[config.mk]
export PLATFORM = sky130hd
export DESIGN_NAME = serial_frame_rx
export DESIGN_NICKNAME = d
export VERILOG_FILES = /design/src/rtl/srx_pkg.sv /design/src/rtl/srx_edge.sv /design/src/rtl/srx_seq.sv /design/src/rtl/srx_shift.sv /design/src/rtl/serial_frame_rx.sv
export SDC_FILE = /design/constraint.sdc
export NUM_CORES = 1
export LEC_CHECK = 0
export ABC_AREA = 1
export ABC_CLOCK_PERIOD_IN_PS = 3100
export BUFFER_PORTS_ARGS = -buffer_cell sky130_fd_sc_hd__buf_4
export CAP_MARGIN = 20
export CELL_PAD_IN_SITES_DETAIL_PLACEMENT = 1
export CELL_PAD_IN_SITES_GLOBAL_PLACEMENT = 2
export CORE_UTILIZATION = 34
export DETAILED_ROUTE_END_ITERATION = 6
export MAX_ROUTING_LAYER = met4
export PLACE_DENSITY = 0.81
export SLEW_MARGIN = 20
export SYNTH_ARGS = -nofsm -noshare
export SYNTH_HDL_FRONTEND = slang
export SYNTH_SLANG_ARGS = --single-unit
[constraint.sdc]
create_clock -name clk_i -period 3.1 [get_ports clk_i]
set_clock_uncertainty 0.15 [all_clocks]
set_input_delay 0.62 -clock clk_i [delete_from_list [all_inputs] [get_ports clk_i]]
set_output_delay 0.62 -clock clk_i [all_outputs]
set_load 0.05 [all_outputs]
[src/rtl/srx_pkg.sv]
package srx_pkg;
  localparam int WLEN_W = 3;
  localparam int CNT_W  = 6;

  typedef enum logic {
    ST_IDLE,
    ST_DATA
  } rx_state_e;

  // word-length code to bit count; reserved codes fall back to 32
  function automatic logic [CNT_W-1:0] wlen_bits(input logic [WLEN_W-1:0] code);
    logic [CNT_W-1:0] n;
    case (code)
      3'd0:    n = 6'd8;
      3'd1:    n = 6'd12;
      3'd2:    n = 6'd16;
      3'd3:    n = 6'd20;
      3'd4:    n = 6'd24;
      default: n = 6'd32;
    endcase
    return n;
  endfunction
endpackage

[src/rtl/srx_edge.sv]
module srx_edge (
  input  logic clk_i,
  input  logic rst_ni,
  input  logic bclk_i,
  output logic fall_o
);
  logic bclk_q;

  always_ff @(posedge clk_i or negedge rst_ni) begin
    if (!rst_ni) bclk_q <= 1'b0;
    else         bclk_q <= bclk_i;
  end

  assign fall_o = bclk_q & ~bclk_i;
endmodule

[src/rtl/srx_seq.sv]
module srx_seq
  import srx_pkg::*;
#(
  parameter int FLEN_W = 7
) (
  input  logic              clk_i,
  input  logic              rst_ni,
  input  logic              fall_i,
  input  logic              fsync_i,
  input  logic              dual_i,
  input  logic [FLEN_W-1:0] frame_len_i,
  input  logic [WLEN_W-1:0] wlen1_i,
  input  logic [WLEN_W-1:0] wlen2_i,
  output logic              shift_o,
  output logic              clr_o,
  output logic              done_o,
  output logic              phase_o
);
  localparam logic [FLEN_W-1:0] WORD_ONE = FLEN_W'(1);
  localparam logic [CNT_W-1:0]  BIT_ONE  = CNT_W'(1);

  rx_state_e         state_q;
  logic [CNT_W-1:0]  bit_cnt_q;
  logic [FLEN_W-1:0] word_cnt_q;
  logic              phase_q;

  logic [CNT_W-1:0]  cur_len;
  logic              word_end;
  logic              last_word;

  always_comb begin
    cur_len   = wlen_bits(phase_q ? wlen2_i : wlen1_i);
    word_end  = (bit_cnt_q == cur_len - BIT_ONE);
    last_word = dual_i ? phase_q : (word_cnt_q == frame_len_i);
    clr_o     = fall_i & fsync_i;
    shift_o   = fall_i & ~fsync_i & (state_q == ST_DATA);
    done_o    = shift_o & word_end;
  end

  always_ff @(posedge clk_i or negedge rst_ni) begin
    if (!rst_ni) begin
      state_q    <= ST_IDLE;
      bit_cnt_q  <= '0;
      word_cnt_q <= '0;
      phase_q    <= 1'b0;
    end else if (clr_o) begin
      state_q    <= ST_DATA;
      bit_cnt_q  <= '0;
      word_cnt_q <= '0;
      phase_q    <= 1'b0;
    end else if (shift_o) begin
      if (word_end) begin
        bit_cnt_q <= '0;
        if (last_word)   state_q    <= ST_IDLE;
        else if (dual_i) phase_q    <= 1'b1;
        else             word_cnt_q <= word_cnt_q + WORD_ONE;
      end else begin
        bit_cnt_q <= bit_cnt_q + BIT_ONE;
      end
    end
  end

  assign phase_o = phase_q;
endmodule

[src/rtl/srx_shift.sv]
module srx_shift #(
  parameter int DATA_W = 32
) (
  input  logic              clk_i,
  input  logic              rst_ni,
  input  logic              shift_i,
  input  logic              clr_i,
  input  logic              done_i,
  input  logic              phase_i,
  input  logic              sdata_i,
  input  logic              rd_i,
  output logic [DATA_W-1:0] word_o,
  output logic              valid_o,
  output logic              phase_o,
  output logic              overrun_o
);
  logic [DATA_W-1:0] acc_q;
  logic [DATA_W-1:0] next_word;
  logic              pending_q;

  assign next_word = {acc_q[DATA_W-2:0], sdata_i};

  // accumulator restarts empty per word, so results come out zero-extended
  always_ff @(posedge clk_i or negedge rst_ni) begin
    if (!rst_ni)                acc_q <= '0;
    else if (clr_i || done_i)   acc_q <= '0;
    else if (shift_i)           acc_q <= next_word;
  end

  always_ff @(posedge clk_i or negedge rst_ni) begin
    if (!rst_ni) begin
      word_o  <= '0;
      phase_o <= 1'b0;
      valid_o <= 1'b0;
    end else begin
      valid_o <= done_i;
      if (done_i) begin
        word_o  <= next_word;
        phase_o <= phase_i;
      end
    end
  end

  always_ff @(posedge clk_i or negedge rst_ni) begin
    if (!rst_ni) begin
      pending_q <= 1'b0;
      overrun_o <= 1'b0;
    end else begin
      if (done_i)    pending_q <= 1'b1;
      else if (rd_i) pending_q <= 1'b0;
      if (rd_i)                      overrun_o <= 1'b0;
      else if (done_i && pending_q)  overrun_o <= 1'b1;
    end
  end
endmodule

[src/rtl/serial_frame_rx.sv]
module serial_frame_rx
  import srx_pkg::*;
#(
  parameter int DATA_W = 32,
  parameter int FLEN_W = 7
) (
  input  logic              clk_i,
  input  logic              rst_ni,
  input  logic              bclk_i,
  input  logic              fsync_i,
  input  logic              sdata_i,
  input  logic              dual_phase_i,
  input  logic [FLEN_W-1:0] frame_len_i,
  input  logic [WLEN_W-1:0] wlen1_i,
  input  logic [WLEN_W-1:0] wlen2_i,
  input  logic              rd_i,
  output logic [DATA_W-1:0] word_o,
  output logic              valid_o,
  output logic              phase_o,
  output logic              overrun_o
);
  logic fall;
  logic shift;
  logic clr;
  logic done;
  logic seq_phase;

  srx_edge i_edge (
    .clk_i  (clk_i),
    .rst_ni (rst_ni),
    .bclk_i (bclk_i),
    .fall_o (fall)
  );

  srx_seq #(.FLEN_W(FLEN_W)) i_seq (
    .clk_i       (clk_i),
    .rst_ni      (rst_ni),
    .fall_i      (fall),
    .fsync_i     (fsync_i),
    .dual_i      (dual_phase_i),
    .frame_len_i (frame_len_i),
    .wlen1_i     (wlen1_i),
    .wlen2_i     (wlen2_i),
    .shift_o     (shift),
    .clr_o       (clr),
    .done_o      (done),
    .phase_o     (seq_phase)
  );

  srx_shift #(.DATA_W(DATA_W)) i_shift (
    .clk_i     (clk_i),
    .rst_ni    (rst_ni),
    .shift_i   (shift),
    .clr_i     (clr),
    .done_i    (done),
    .phase_i   (seq_phase),
    .sdata_i   (sdata_i),
    .rd_i      (rd_i),
    .word_o    (word_o),
    .valid_o   (valid_o),
    .phase_o   (phase_o),
    .overrun_o (overrun_o)
  );
endmodule

==> results of run 1 <==
-- logic make-up after synthesis --
logic type	Yosys count	synth area share (%)
AND/OR/NAND/NOR	233	25.9
buffers and inverters	60	7.27
flip-flops	83	55.1
adder cells (fa/ha/maj)	3	0.995
AO/OA/AOI/OAI	52	7.96
XOR/XNOR	12	2.79
-- worst max-delay path, cell delays in order, from the launching register on --
cell	delay, ps
dfrtp_1	450
inv_2	90
nand2_1	80
nand2_2	80
o21ai_0	180
ha_1	260
nand2_1	70
nand2_1	50
nor2_1	80
nand2_1	60
nor2_2	180
nand3_4	120
nand2_2	90
buf_12	200
nand3_1	110
nand2_1	100
-- cells in the final DEF (no fill, tap or decap), drive strengths merged, types with 2 or more instances in the layout --
master	netlist	layout
a21oi	23	23
buf	14	64
clkbuf	5	12
clkinv	0	2
dfrtp	83	83
ha	3	3
inv	41	41
nand2	174	174
nand3	21	21
nand4	14	14
nor2	20	20
o21ai	27	27
o22ai	2	2
or2	3	3
xnor2	6	6
xor2	6	6
-- where the power goes --
group,total [W],internal [W],switching [W],leakage (nW)
Sequential,0.00127,0.00116,0.000112,1.13
Clock,0.000687,0.000305,0.000382,0.0823
Combinational,0.000407,0.000170,0.000238,1.10
-- registers in the layout, summed over array words and instances, names as in the netlist --
name               count
i_shift.word_o        32
i_shift.acc_q         31
i_seq.word_cnt_q       7
i_seq.bit_cnt_q        6
i_edge.bclk_q          1
i_seq.phase_o          1
i_seq.state_q          1
i_shift.overrun_o      1
i_shift.pending_q      1
i_shift.phase_o        1
i_shift.valid_o        1
-- worst max-delay path by stage --
| stage | from | to | slack (ps) | depth (start not counted) |
|---|---|---|---|---|
| 2_1_floorplan | wlen2_i[2] | i_shift.acc_q[10] | 730 | 15 |
| 3_3_place_gp | wlen2_i[2] | i_shift.word_o[10] | 520 | 16 |
| 3_5_place_dp | wlen2_i[2] | i_seq.word_cnt_q[4] | 470 | 16 |
| 4_1_cts | i_seq.phase_o | i_shift.word_o[10] | 640 | 15 |
| 5_1_grt | i_seq.phase_o | i_seq.word_cnt_q[4] | 410 | 15 |
| 6_report | i_seq.phase_o | i_seq.word_cnt_q[4] | 680 | 15 |
-- through the flow --
step / cell area (um2) / total power (W) / hold slack [ps]
after floorplan: 3770 / 0.00156 / 174
after global placement: 4330 / 0.00168 / 305
after detailed placement: 4330 / 0.00171 / 317
after CTS: 4490 / 0.00240 / 85.3
after global routing: 4490 / 0.00252 / 112
final: 4490 / 0.00237 / 83.3
-- cell type report --
type                    count  area, um2  share of cell area [%]
flip-flops and latches     83       2080                    46.3
clock inverters             2       13.8                   0.306
multi-input cells         300       1420                    31.6
clock buffers              12        145                    3.23
well taps                 140        175                    3.90
repair buffers             64        505                    11.3
inverters                  41        154                    3.43
-- routing by layer --
metal  part of all wire [%]  routed length (um)
met5                      0                   0
met1                     47                4200
met3                    2.8                 245
met4                    1.4                 121
met2                     48                4300
==> flow_metrics.py, run 1 <==
metrics = {
    "status": {
        "status": "finished with violations",
        "violations": "DRC",
    },
    "critical_path": {
        "end_kind": "register",
        "crit_fanout": 29,
        "worst-r2r-setup-slack_ps": 680,
        "r2r_cells": 15,
        "cp-start-kind": "register",
        "cp.arrival_ps": 2580,
        "required_ps": 3250,
        "crit_type": "reg2reg",
        "rr_startpoint": "i_seq.phase_o",
        "rr_endpoint": "i_seq.word_cnt_q[4]",
    },
    "synth": {
        "synth.area.top_cells": "dfrtp_1, nand2_1, inv_1",
        "netlist_area_um2": 3770,
        "ys_top_cells_by_count": "nand2_1, dfrtp_1, inv_1, o21ai_0, nor2_1",
        "synth_nets": 466,
        "avgSynthCellArea_um2": 8.51,
        "ys_ff_latch": 83,
        "synth_edf_count": 0,
        "ys.flop_type": "dfrtp_1",
        "yosysSeqAreaShare_pct": 55.1,
        "synth-async-reset-ratio_pct": 100,
        "yosysTopAreaCell": "dfrtp_1",
        "ys_types": 25,
        "ys_warn_count": 0,
        "yosysMostFrequentCell": "nand2_1",
        "synth_top_area_share_pct": 55.1,
        "synth_cells": 443,
    },
    "sta": {
        "drv_slew": 0,
        "fmaxAchievable_ghz": 0.413,
        "setup_tns_ps": 0,
        "final-hold-violation-count": 0,
        "timing.final.crit_share_pct": 78.2,
        "setup_viol": 0,
        "relSlewSlack_pct": 64.9,
        "worst_pin_slew_ps": 526,
        "min_period_ps": 2420,
        "setup_ws_ps": 677,
        "rsz0062_at_grt": "false",
    },
    "global_route": {
        "grt_overflow": 0,
        "grt_use_met2_pct": 28.8,
        "grt_pass1_wl_um": 15300,
        "grt_pass1_vias": 3149,
        "gr-usage-met1_pct": 22.0,
        "grt_max_degree": 45,
        "grt.busiest_layer": "met2",
        "track_usage_pct": 17.8,
        "met3_usage_pct": 3.27,
        "antenna_found_initial": 0,
    },
    "placement": {
        "dp_hpwl_um": 6040,
        "placedCellCount": 628,
        "io_buffer_count": 54,
        "finalWeightedCongestion": 0.725,
        "place_ws_ps": 470,
    },
    "layout": {
        "nNetsFinal": 522,
        "fillerInstances": 1299,
        "drive_gt1_share_pct": 19.5,
        "final_cells": 642,
        "n_antenna_cell": 0,
        "fin_util_pct": 41.4,
        "area_delta_synth_final_pct": 19.1,
    },
    "clock_network": {
        "cts_tree": "done",
        "clk_pin_slew_ps": 80,
        "clock-sinks": 83,
        "htree_levels": 3,
        "numCtsBuffers": 9,
        "ctsHoldBuffers": 0,
        "clkLatencyLatePin_ps": 360,
        "ctsResizeCount": 0,
        "post_cts_buffers": 0,
        "cts-root-buf": "clkbuf_8",
        "max-clock-path-buffers": 2,
    },
    "route": {
        "drtIter0Drc": 100,
        "num_vias": 3040,
        "drc": 2,
        "drtAntennaViolNets": 0,
        "vias_per_cell": 4.74,
        "routedWlPerCell_um": 13.8,
        "drt_pre_antenna_iters": 6,
        "totalWireLength_um": 8860,
    },
    "floorplanning": {
        "pin_count": 55,
        "rows": 38,
        "core_um2": 10800,
        "dieHeight_um": 107,
        "fp.dieW_um": 107,
        "initial_core_util_pct": 34.8,
        "die-area_um2": 11500,
    },
    "power_and_ir_drop": {
        "p_leak_nw": 2.31,
        "p_per_area_nw_per_um2": 527,
        "vdd_ir_drop_max_mv": 0.192,
    },
    "min_path": {
        "holdCritPathClass": "in2async",
    },
    "flow_run": {
        "drv_cap": 0,
    },
}
Power figures use the tool's default switching activity.
==> inputs of run 2 (changes only) <==
--- a/config.mk
+++ b/config.mk
@@ -6,15 +6,15 @@
 export NUM_CORES = 1
 export LEC_CHECK = 0
 export ABC_AREA = 1
-export ABC_CLOCK_PERIOD_IN_PS = 3100
+export ABC_CLOCK_PERIOD_IN_PS = 2000
 export BUFFER_PORTS_ARGS = -buffer_cell sky130_fd_sc_hd__buf_4
 export CAP_MARGIN = 20
 export CELL_PAD_IN_SITES_DETAIL_PLACEMENT = 1
 export CELL_PAD_IN_SITES_GLOBAL_PLACEMENT = 2
-export CORE_UTILIZATION = 34
+export CORE_UTILIZATION = 31
 export DETAILED_ROUTE_END_ITERATION = 6
 export MAX_ROUTING_LAYER = met4
-export PLACE_DENSITY = 0.81
+export PLACE_DENSITY = 0.78
 export SLEW_MARGIN = 20
 export SYNTH_ARGS = -nofsm -noshare
 export SYNTH_HDL_FRONTEND = slang
==> constraint.sdc (replaced) <==
create_clock -name clk_i -period 2 [get_ports clk_i]
set_clock_uncertainty 0.15 [all_clocks]
set_input_delay 0.4 -clock clk_i [delete_from_list [all_inputs] [get_ports clk_i]]
set_output_delay 0.4 -clock clk_i [all_outputs]
set_load 0.05 [all_outputs]
==> run 2 against run 1 <==
- the flow finishes with violations (DRC, setup timing)
- hold slack worse by 48 ps
- count of clock-buffer cells in the layout unchanged
- sequential share of layout area fell by 5.6 points
- register-to-register slack lost 940 ps
- cell count rose by 4.5%
- wire length up 7.4%
- highest routed layer unchanged
==> flow_metrics.py, run 2 (synthesis results as in run 1) <==
metrics = {
    "route": {
        "num_vias": 3188,
        "highest_layer": "met4",
        "routedWlPerCell_um": 14.2,
        "wl_met1_um": 4580,
        "drt_pre_antenna_iters": 6,
        "dr_wl_met2_um": 4590,
        "drtIter0Drc": 93,
        "drtAntennaViolNets": 0,
        "totalWireLength_um": 9520,
        "vias_per_cell": 4.75,
        "drc": 8,
        "met3_length_um": 247,
    },
    "global_route": {
        "grt_overflow": 0,
        "grt_max_degree": 46,
        "grt_pass1_vias": 3352,
        "track_usage_pct": 16.4,
        "antenna_found_initial": 0,
        "grt_pass1_wl_um": 16000,
    },
    "sta": {
        "fmaxAchievable_ghz": 0.442,
        "setup_viol": 82,
        "setup_ws_ps": -264,
        "final-hold-violation-count": 0,
        "timing.final.crit_share_pct": 113,
        "min_period_ps": 2260,
        "drv_slew": 0,
        "rsz0062_at_grt": "true",
        "worst_pin_slew_ps": 424,
        "holdWs_ps": 35.2,
        "relSlewSlack_pct": 71.6,
    },
    "clock_network": {
        "cts-root-buf": "clkbuf_16",
        "clkLatencyLatePin_ps": 340,
        "clk_pin_slew_ps": 60,
        "numCtsBuffers": 9,
        "cts_tree": "done",
        "htree_levels": 3,
        "clock-sinks": 83,
        "max-clock-path-buffers": 2,
    },
    "power_and_ir_drop": {
        "p_total_w": 0.00443,
        "vdd_ir_drop_max_mv": 0.325,
        "p_leak_nw": 2.55,
        "p_per_area_nw_per_um2": 866,
    },
    "layout": {
        "layout_common_cells": "nand2_1, dfrtp_1, buf_4",
        "top_regs": "i_shift.word_o x32, i_shift.acc_q x31, i_seq.word_cnt_q x7",
        "design_area_um2": 5110,
        "nNetsFinal": 546,
        "final_common_cell": "nand2_1",
        "multi_input_area_um2": 1590,
        "largest_register_ffs": 32,
        "area_delta_synth_final_pct": 35.6,
        "fillerInstances": 1360,
        "register_area_um2": 2080,
        "drive_gt1_share_pct": 29.4,
        "n_antenna_cell": 0,
        "regMostFlops": "i_shift.word_o",
    },
    "critical_path": {
        "worst-r2r-setup-slack_ps": -260,
        "crit_fanout": 45,
        "crit_buf_inv": 2,
        "cp_top_family": "simple AND/OR/NAND/NOR gates",
        "cp.arrival_ps": 2330,
        "crit_top_cell": "nand2_1",
        "crit_type": "reg2reg",
        "required_ps": 2070,
        "max_stage_delay_ps": 440,
        "end_kind": "register",
        "path_cells": "inv_4, nand2_4, nand2_4, o21ai_4, ha_4, nand2_2, nand2_1, nor2_1, nand2_1, nor2_4, nand3_4, buf_12, nand2_1, o21ai_1",
        "crit_path_top_delay_cell": "dfrtp_2",
        "cp-start-kind": "register",
    },
    "flow_run": {
        "drv_cap": 0,
    },
    "floorplanning": {
        "core_um2": 11600,
        "pin_count": 55,
        "fp.dieW_um": 112,
        "die-area_um2": 12600,
        "dieHeight_um": 112,
        "rows": 39,
        "initial_core_util_pct": 32.5,
    },
    "placement": {
        "placed_cell_area_um2": 4520,
        "io_buffer_count": 54,
        "finalWeightedCongestion": 0.735,
        "dp_hpwl_um": 6370,
    },
    "min_path": {
        "holdCritPathClass": "in2reg",
    },
    "status": {
        "violations": "DRC, setup timing",
        "status": "finished with violations",
    },
}
## run 2: cell types whose count changed in the layout (fill, tap and decap cells not counted), moves of 9 or more
| cell | previous run | this run |
|---|---|---|
| nand2_1 | 171 | 157 |
| buf_4 | 62 | 75 |
| clkbuf_16 | 0 | 12 |
| o21ai_0 | 27 | 17 |
| o21ai_1 | 0 | 9 |
## run 2: power by group
part / internal (W) / leakage (nW) / switching (W)
Sequential: 0.00180 / 1.13 / 0.000158
Clock: 0.00103 / 0.153 / 0.000673
Combinational: 0.000329 / 1.27 / 0.000431
Total: 0.00316 / 2.55 / 0.00126
## run 2: metal layers
metal | global-route usage [%] | vias to the layer above
met2 | 26.5 | 44
met4 | 5.87 | 0
met3 | 2.43 | 9
li1 | - | 1556
met1 | 21.0 | 1579
met5 | - | -
## run 2: worst register-to-register path, cell delays in order, from the launching register on
cell and delay, ps:
dfrtp_2 440, inv_4 80, nand2_4 70, nand2_4 60
o21ai_4 160, ha_4 220, nand2_2 50, nand2_1 50
nor2_1 90, nand2_1 90, nor2_4 140, nand3_4 160
buf_12 220, nand2_1 100, o21ai_1 70
## run 2: final cells by class
cell class	count	share of cell area (%)
Clock inverter	4	0.954
Multi-Input combinational cell	300	31.0
Sequential cell	83	40.6
Clock buffer	12	5.02
Tap cell	143	3.50
Timing Repair Buffer	88	15.7
Inverter	41	3.16
## run 2: what timing repair did
item	4_1_cts	5_1_grt
setup buffers	1	2
gates resized for setup	5	41
gates cloned	0	4
endpoints found under the setup margin	82	82
pin swaps	0	3
endpoints found under the hold margin	14	0
hold buffers	1	0
## run 2: path summary, 6_finish.rpt
| check | start | end | cells after the start |
|---|---|---|---|
| min | bclk_i | i_edge.bclk_q | 1 |
| min in group asynchronous | rst_ni | i_shift.word_o[31] | 2 |
| max | i_seq.phase_o | i_shift.word_o[20] | 14 |
| min reg2reg | i_shift.pending_q | i_shift.pending_q | 2 |
| max in group asynchronous | rst_ni | i_shift.word_o[12] | 3 |
| max reg2reg | i_seq.phase_o | i_shift.word_o[20] | 14 |
## run 2: stage by stage
step	utilization (%)	worst slack, ps	setup TNS (ps)	std cells
final	44.0	-264	-17370	671
after global routing	44.0	-400	-28230	671
after CTS	41.9	-324	-22060	665
after detailed placement	38.9	-310	-22220	647
after global placement	38.9	-253	-17800	647
after floorplan	-	-146	-6910	443
